`src/rtl/cc_pkg.sv`:
```
package cc_pkg;
  localparam int unsigned CODE_W = 8;
  typedef logic [CODE_W-1:0] code_t;
  localparam code_t CODE_MAX = '1;
  localparam code_t CODE_MIN = '0;
  localparam code_t MSB_MASK = code_t'(1) << (CODE_W - 1);
endpackage

```
`src/rtl/cc_port_coder.sv`:
```
module cc_port_coder
  import cc_pkg::*;
(
  input  code_t code_i,
  input  logic  over_i,
  input  logic  under_i,
  input  logic  twos_i,
  input  logic  fmt_422_i,
  output code_t data_o,
  output logic  ovf_o,
  output logic  unf_o
);
  code_t sat, sup;

  // overrange has priority over underrange
  always_comb begin
    ovf_o = over_i;
    unf_o = under_i & ~over_i;
    if (over_i)       sat = CODE_MAX;
    else if (under_i) sat = CODE_MIN;
    else              sat = code_i;
  end

  // suppression acts on the binary value, binary coding only
  always_comb begin
    sup = sat;
    if (fmt_422_i && !twos_i) begin
      if (sat == CODE_MIN)      sup = CODE_MIN + code_t'(1);
      else if (sat == CODE_MAX) sup = CODE_MAX - code_t'(1);
    end
  end

  assign data_o = twos_i ? (sup ^ MSB_MASK) : sup;
endmodule

```
`src/rtl/cc_out_reg.sv`:
```
module cc_out_reg
  import cc_pkg::*;
(
  input  logic  clk_i,
  input  logic  rst_ni,
  input  logic  oe_i,
  input  code_t data_i,
  input  logic  ovf_i,
  input  logic  unf_i,
  output code_t data_o,
  output logic  ovf_o,
  output logic  unf_o,
  output logic  drive_o
);
  always_ff @(posedge clk_i or negedge rst_ni) begin
    if (!rst_ni) begin
      data_o  <= '0;
      ovf_o   <= 1'b0;
      unf_o   <= 1'b0;
      drive_o <= 1'b0;
    end else begin
      data_o  <= oe_i ? data_i : '0;
      ovf_o   <= oe_i & ovf_i;
      unf_o   <= oe_i & unf_i;
      drive_o <= oe_i;
    end
  end
endmodule

```
`src/rtl/cc_code_conv.sv`:
```
module cc_code_conv
  import cc_pkg::*;
#(
  parameter int unsigned NPORT = 3,
  localparam int unsigned BUS_W = NPORT * CODE_W
) (
  input  logic             clk_i,
  input  logic             rst_ni,
  input  logic             fmt_422_i,
  input  logic [BUS_W-1:0] code_i,
  input  logic [NPORT-1:0] over_i,
  input  logic [NPORT-1:0] under_i,
  input  logic [NPORT-1:0] twos_i,
  input  logic [NPORT-1:0] oe_i,
  output logic [BUS_W-1:0] data_o,
  output logic [NPORT-1:0] ovf_o,
  output logic [NPORT-1:0] unf_o,
  output logic [NPORT-1:0] drive_o
);
  for (genvar p = 0; p < NPORT; p++) begin : g_port
    code_t coded;
    code_t q_data;
    logic  c_ovf, c_unf;

    cc_port_coder u_coder (
      .code_i   (code_i[p*CODE_W +: CODE_W]),
      .over_i   (over_i[p]),
      .under_i  (under_i[p]),
      .twos_i   (twos_i[p]),
      .fmt_422_i(fmt_422_i),
      .data_o   (coded),
      .ovf_o    (c_ovf),
      .unf_o    (c_unf)
    );

    cc_out_reg u_reg (
      .clk_i  (clk_i),
      .rst_ni (rst_ni),
      .oe_i   (oe_i[p]),
      .data_i (coded),
      .ovf_i  (c_ovf),
      .unf_i  (c_unf),
      .data_o (q_data),
      .ovf_o  (ovf_o[p]),
      .unf_o  (unf_o[p]),
      .drive_o(drive_o[p])
    );

    assign data_o[p*CODE_W +: CODE_W] = q_data;
  end
endmodule

```
`config.mk`:
```
export PLATFORM = sky130hd
export DESIGN_NAME = cc_code_conv
export DESIGN_NICKNAME = d
export VERILOG_FILES = /design/src/rtl/cc_pkg.sv /design/src/rtl/cc_port_coder.sv /design/src/rtl/cc_out_reg.sv /design/src/rtl/cc_code_conv.sv
export SDC_FILE = /design/constraint.sdc
export NUM_CORES = 1
export LEC_CHECK = 0
export CAP_MARGIN = 30
export CORE_ASPECT_RATIO = 2
export CORE_MARGIN = 2
export CORE_UTILIZATION = 40
export CTS_CLUSTER_DIAMETER = 40
export DETAILED_ROUTE_END_ITERATION = 10
export PLACE_DENSITY = 0.79
export SLEW_MARGIN = 20
export SYNTH_ARGS = -nofsm -noshare
export SYNTH_HDL_FRONTEND = slang
export SYNTH_SLANG_ARGS = --single-unit
```
`constraint.sdc`:
```
create_clock -name clk_i -period 0.8 [get_ports clk_i]
set_input_delay 0.12 -clock clk_i [delete_from_list [all_inputs] [get_ports clk_i]]
set_output_delay 0.12 -clock clk_i [all_outputs]
set_load 0.03 [all_outputs]
```
==> impl_metrics.json, run 1 <==
{
  "nets": 268,
  "yosysSeqAreaShare_pct": 55.5,
  "max-vdd-ir-drop_uv": 1670,
  "diodes": 0,
  "path_max_fanout": 1,
  "nFillCells": 283,
  "p_per_area_nw_per_um2": 1600,
  "grt_use_total_pct": 22.1,
  "syn_inst": 137,
  "status": "finished with violations",
  "die_area_um2": 4260,
  "failed_checks": "setup timing",
  "critPathLaunchType": "flop",
  "ys_ff_latch": 33,
  "cts_buffers": 5,
  "grt_max_degree": 34,
  "cts_setup_buffers": 0,
  "vias": 1369,
  "dp_slack_ns": -0.549,
  "die_x_um": 47.1,
  "ios": 72,
  "drv_cap": 0,
  "synth-edff-count": 0,
  "synth_ff_type": "dfrtp_1",
  "post_drt_wl_per_cell_um": 15.1,
  "fin_area_um2": 2530,
  "leakage_nw": 1.24,
  "cp.depth": 1,
  "route.detailed.drc": 0,
  "placed_area_um2": 2320,
  "grt_pass1_wl_um": 6660,
  "worst-setup-path-type": "flop to primary output",
  "post_route_cells_drive_above_1_share_pct": 45.7,
  "end_kind": "primary output",
  "clockRootBuffer": "clkbuf_8",
  "worst_ep_required_time_ns": 0.68,
  "synth_top_area_share_pct": 55.5,
  "holdWs_ns": 0.175,
  "mostFrequentLayoutCells": "dfrtp_1, buf_6, buf_4, a21oi_1, dlygate4sd2_1",
  "ctsHoldBuffers": 0,
  "place_congestion": 0.930,
  "row_count": 31,
  "synth.avg_cell_area_um2": 10.9,
  "setup_ws_ns": -0.145,
  "timing.fmax_mhz": 1060,
  "ys_warn_count": 0,
  "core_area_um2": 3610,
  "synth.area.top_cells": "dfrtp_1, nor2b_1, a21oi_1, buf_4, and2_1",
  "crit_chain": "buf_12",
  "portBuffers": 71,
  "dp_hpwl_um": 3210,
  "cp-startpoint": "g_port[1].u_reg.data_o[0]",
  "fin_crit_ns": 0.945,
  "cts_tree": "yes",
  "area_delta_synth_final_pct": 70.1,
  "relSlewSlack_pct": 80.3,
  "tightest_slew_ns": 0.296,
  "p_total_mw": 4.06,
  "postRouteAntennaNets": 0,
  "critPathTopFamily": "flip-flops",
  "overflow": 0,
  "rsz0062_at_grt": "true",
  "start_util_pct": 41.3,
  "yosysTopAreaCell": "dfrtp_1",
  "critPathMaxStageDelay_ns": 0.40,
  "async_reset_ff_share_pct": 100,
  "synth_fp_nets": 176,
  "setup_viol": 33,
  "routed_wl_um": 4210,
  "clockBufferDepth": 2,
  "clkTransAtPathRegs_ns": 0.06,
  "grt_antenna_before_repair": 0,
  "holdPathStages": 3,
  "synth_area_um2": 1490,
  "final_common_cell": "dfrtp_1",
  "htree_levels": 2,
  "critPathSlowestCell": "dfrtp_1",
  "hold_viol": 0,
  "drtPass1Iterations": 4,
  "finalCritPeriodShare_pct": 118,
  "hp-class": "input port to flop",
  "drtIter0Drc": 8,
  "drv_slew": 0,
  "crit_buf_inv": 1,
  "cts_sinks": 33,
  "grt_pass1_vias": 1474,
  "via_per_inst": 4.91,
  "min-delay-start": "oe_i[0]",
  "synth_cell_type_count": 29,
  "die_y_um": 90.3,
  "fin_tns_setup_ns": -3.80,
  "arrival_ns": 0.82
}
==> cell families (layout without fill, tap and decap cells) <==
group | count (synthesis) | count (layout) | synth area share, %
compound gates | 33 | 33 | 15.0
xor+xnor | 3 | 3 | 1.77
buf+inv | 20 | 113 | 7.56
flops | 33 | 33 | 55.5
mux | 1 | 1 | 0.672
simple gates | 47 | 47 | 19.6
==> registers in the layout, summed over array words and instances (netlist names) <==
signal	count
g_port.u_reg.data_o	24
g_port.u_reg.drive_o	3
g_port.u_reg.ovf_o	3
g_port.u_reg.unf_o	3
==> worst paths after layout <==
check / end / slack (ns)
worst min-delay path: g_port[0].u_reg.unf_o / 0.18
max in group asynchronous: g_port[1].u_reg.data_o[0] / 0.42
min in group asynchronous: g_port[2].u_reg.data_o[4] / 0.21
worst max-delay path: data_o[8] / -0.14
==> repair_timing <==
item                       CTS  global route
setup endpoints to repair   58            39
resized for setup           79            34
pin swaps                   14            13
==> stage by stage <==
stage	cells	utilization [%]
6_report	279	70.2
5_1_grt	279	70.2
4_1_cts	279	70.6
3_5_place_dp	271	64.4
3_3_place_gp	271	64.4
2_1_floorplan	137	-
==> cell usage after synthesis, types with 2 or more instances <==
cell type and instances:
a21oi_1 19, inv_1 3, nand3_1 2, o21a_1 3, nor2b_1 18, dfrtp_1 33
xnor2_1 3, buf_4 9, nand4_1 3, and2_1 6, inv_2 3, nand2b_1 3
nor3_1 3, a21o_1 2, o211ai_1 2, buf_2 3, nor4_1 2, nand2_1 3
o32ai_2 2, clkbuf_1 2, nor2_1 3, nor4_2 3
==> power breakdown <==
group	internal [mW]	switching (mW)
Clock	0.602	0.569
Sequential	1.77	0.0558
Combinational	0.515	0.546
Total	2.89	1.17
==> metal layers <==
layer	track usage [%]	vias to the layer above	part of all wire (%)
li1	-	643	-
met1	21.1	671	33
met2	40.2	45	61
met3	4.20	10	4.1
met4	11.1	0	2.7
met5	0	-	0
==> cell type report <==
class                   count  area [um2]  area share, %
repair buffers             99         910           35.9
clock buffers               6        72.6           2.87
well taps                  49        61.3           2.42
multi-input cells          84         628           24.8
clock inverters             2        10.0          0.395
inverters                   6        25.0          0.988
flip-flops and latches     33         826           32.6
Power figures use the tool's default switching activity.
==> run 2, diff against run 1 <==
--- a/config.mk
+++ b/config.mk
@@ -6,7 +6,7 @@
 export NUM_CORES = 1
 export LEC_CHECK = 0
 export CAP_MARGIN = 30
-export CORE_ASPECT_RATIO = 2
+export CORE_ASPECT_RATIO = 1.2
 export CORE_MARGIN = 2
 export CORE_UTILIZATION = 40
 export CTS_CLUSTER_DIAMETER = 40
==> run 2 against run 1 <==
Against the previous run: critical path depth is the same; first-iteration DRC count grew to 7.3 times the previous value; sequential share of layout area fell by 0.76 points; global-route usage decreased by 1.9 points; critical endpoint is now data_o[9]; fmax grew 0.66%; the run still ends with setup timing left.
==> impl_metrics.json, run 2 (same netlist as run 1, synthesis figures left out) <==
{
  "status": "finished with violations",
  "failed_checks": "setup timing",
  "via_per_inst": 5.07,
  "tightest_slew_ns": 0.230,
  "htree_levels": 2,
  "diodes": 0,
  "placed_cells": 258,
  "place_congestion": 0.810,
  "min-delay-start": "code_i[4]",
  "crit_buf_inv": 1,
  "grt_max_degree": 34,
  "max_flop_register": "g_port.u_reg.data_o",
  "overflow": 0,
  "critPathLaunchType": "flop",
  "grt_use_total_pct": 20.2,
  "vias": 1364,
  "start_util_pct": 41.3,
  "switchingPower_mw": 1.19,
  "drv_slew": 0,
  "rsz0062_at_grt": "true",
  "final_common_cell": "buf_6",
  "arrival_ns": 0.82,
  "grt_antenna_before_repair": 0,
  "routed_wl_um": 3910,
  "hold_end": "g_port[0].u_reg.data_o[4]",
  "holdPathStages": 3,
  "placed_area_um2": 2280,
  "die_y_um": 70.8,
  "hold_viol": 0,
  "max-vdd-ir-drop_uv": 868,
  "cts_buffers": 5,
  "critPathMaxStageDelay_ns": 0.39,
  "route.detailed.drc": 0,
  "die_x_um": 59.7,
  "fin_area_um2": 2590,
  "p_per_area_nw_per_um2": 1820,
  "setup_ws_ns": -0.139,
  "clkTransAtPathRegs_ns": 0.07,
  "critPathSlowestCell": "dfrtp_1",
  "nets": 268,
  "drv_cap": 0,
  "fin_tns_setup_ns": -3.65,
  "die_area_um2": 4230,
  "finalCritPeriodShare_pct": 117,
  "drtPass1Iterations": 4,
  "p_seq_share_pct": 38.6,
  "cts_tree": "yes",
  "critPathTopFamily": "flip-flops",
  "row_count": 24,
  "end_kind": "primary output",
  "relSlewSlack_pct": 84.5,
  "grt_pass1_wl_um": 6350,
  "crit_chain": "buf_6",
  "p_comb_share_pct": 22.8,
  "worst_ep_required_time_ns": 0.68,
  "area_delta_synth_final_pct": 74.1,
  "p_int_mw": 3.53,
  "worst-setup-path-type": "flop to primary output",
  "post-route-util_pct": 71.9,
  "ios": 72,
  "portBuffers": 71,
  "clock_power_share_pct": 38.6,
  "post_drt_wl_per_cell_um": 14.5,
  "largest_reg_flops": 24,
  "final_cells": 269,
  "postRouteAntennaNets": 0,
  "swShare_pct": 25.2,
  "setup_viol": 35,
  "mostFrequentLayoutCells": "buf_6, dfrtp_1, buf_4, dlygate4sd2_1, a21oi_1",
  "core_area_um2": 3600,
  "clockRootBuffer": "clkbuf_8",
  "clockBufferDepth": 2,
  "dp_hpwl_um": 2860,
  "post_route_cells_drive_above_1_share_pct": 45.2,
  "drtIter0Drc": 58,
  "path_max_fanout": 1,
  "grt_pass1_vias": 1451,
  "cts_sinks": 33,
  "leakage_nw": 1.25,
  "fin_crit_ns": 0.939,
  "timing.fmax_mhz": 1070,
  "hp-class": "input port to flop"
}
-- run 2: layer usage --
metal  global-route usage (%)  part of all wire (%)  up-vias
li1                         -                     -      644
met1                     21.3                    36      651
met2                     35.6                    55       59
met3                     4.02                   5.7       10
met4                     11.9                   2.9        0
met5                        0                     0        -
-- run 2: power by group through the flow --
stage	Combinational [mW]	Clock [mW]	Sequential [mW]
2_1_floorplan	0.287	0	2.00
3_3_place_gp	0.986	0	1.83
3_5_place_dp	1.01	0	1.83
4_1_cts	1.06	1.87	1.82
5_1_grt	1.14	1.94	1.83
6_report	1.07	1.82	1.82
-- run 2: how the worst max path moves through the flow --
stage,start,end,cells past startpoint
CTS,g_port[1].u_reg.data_o[7],data_o[15],1
floorplan,code_i[6],g_port[0].u_reg.data_o[0],3
global placement,fmt_422_i,g_port[2].u_reg.data_o[0],4
global route,g_port[1].u_reg.data_o[1],data_o[9],1
detailed placement,code_i[13],g_port[1].u_reg.data_o[0],5
finish,g_port[1].u_reg.data_o[1],data_o[9],1
-- run 2: timing repair --
| action | 4_1_cts | 5_1_grt |
|---|---|---|
| resized for setup | 80 | 31 |
| buffers inserted | 3 | 0 |
| setup endpoints to repair | 52 | 43 |
| hold buffers | 0 | 0 |
| pin swaps | 15 | 9 |
-- run 2: layout make-up --
cell class | count | area, um2
clock buffer | 5 | 68.8
multi-input combinational | 84 | 658
tap | 39 | 48.8
sequential | 33 | 826
inverter | 6 | 22.5
timing repair buffer | 99 | 903
fill | 264 | 1010
clock inverter | 3 | 65.1
-- run 2: per-stage QoR --
stage	hold slack (ns)	total power [mW]	setup WS [ns]
floorplan	-0.176	2.29	0.0107
global placement	0.507	2.82	-0.509
detailed placement	0.509	2.84	-0.581
CTS	0.206	4.75	-0.148
global route	0.159	4.91	-0.171
finish	0.164	4.72	-0.139
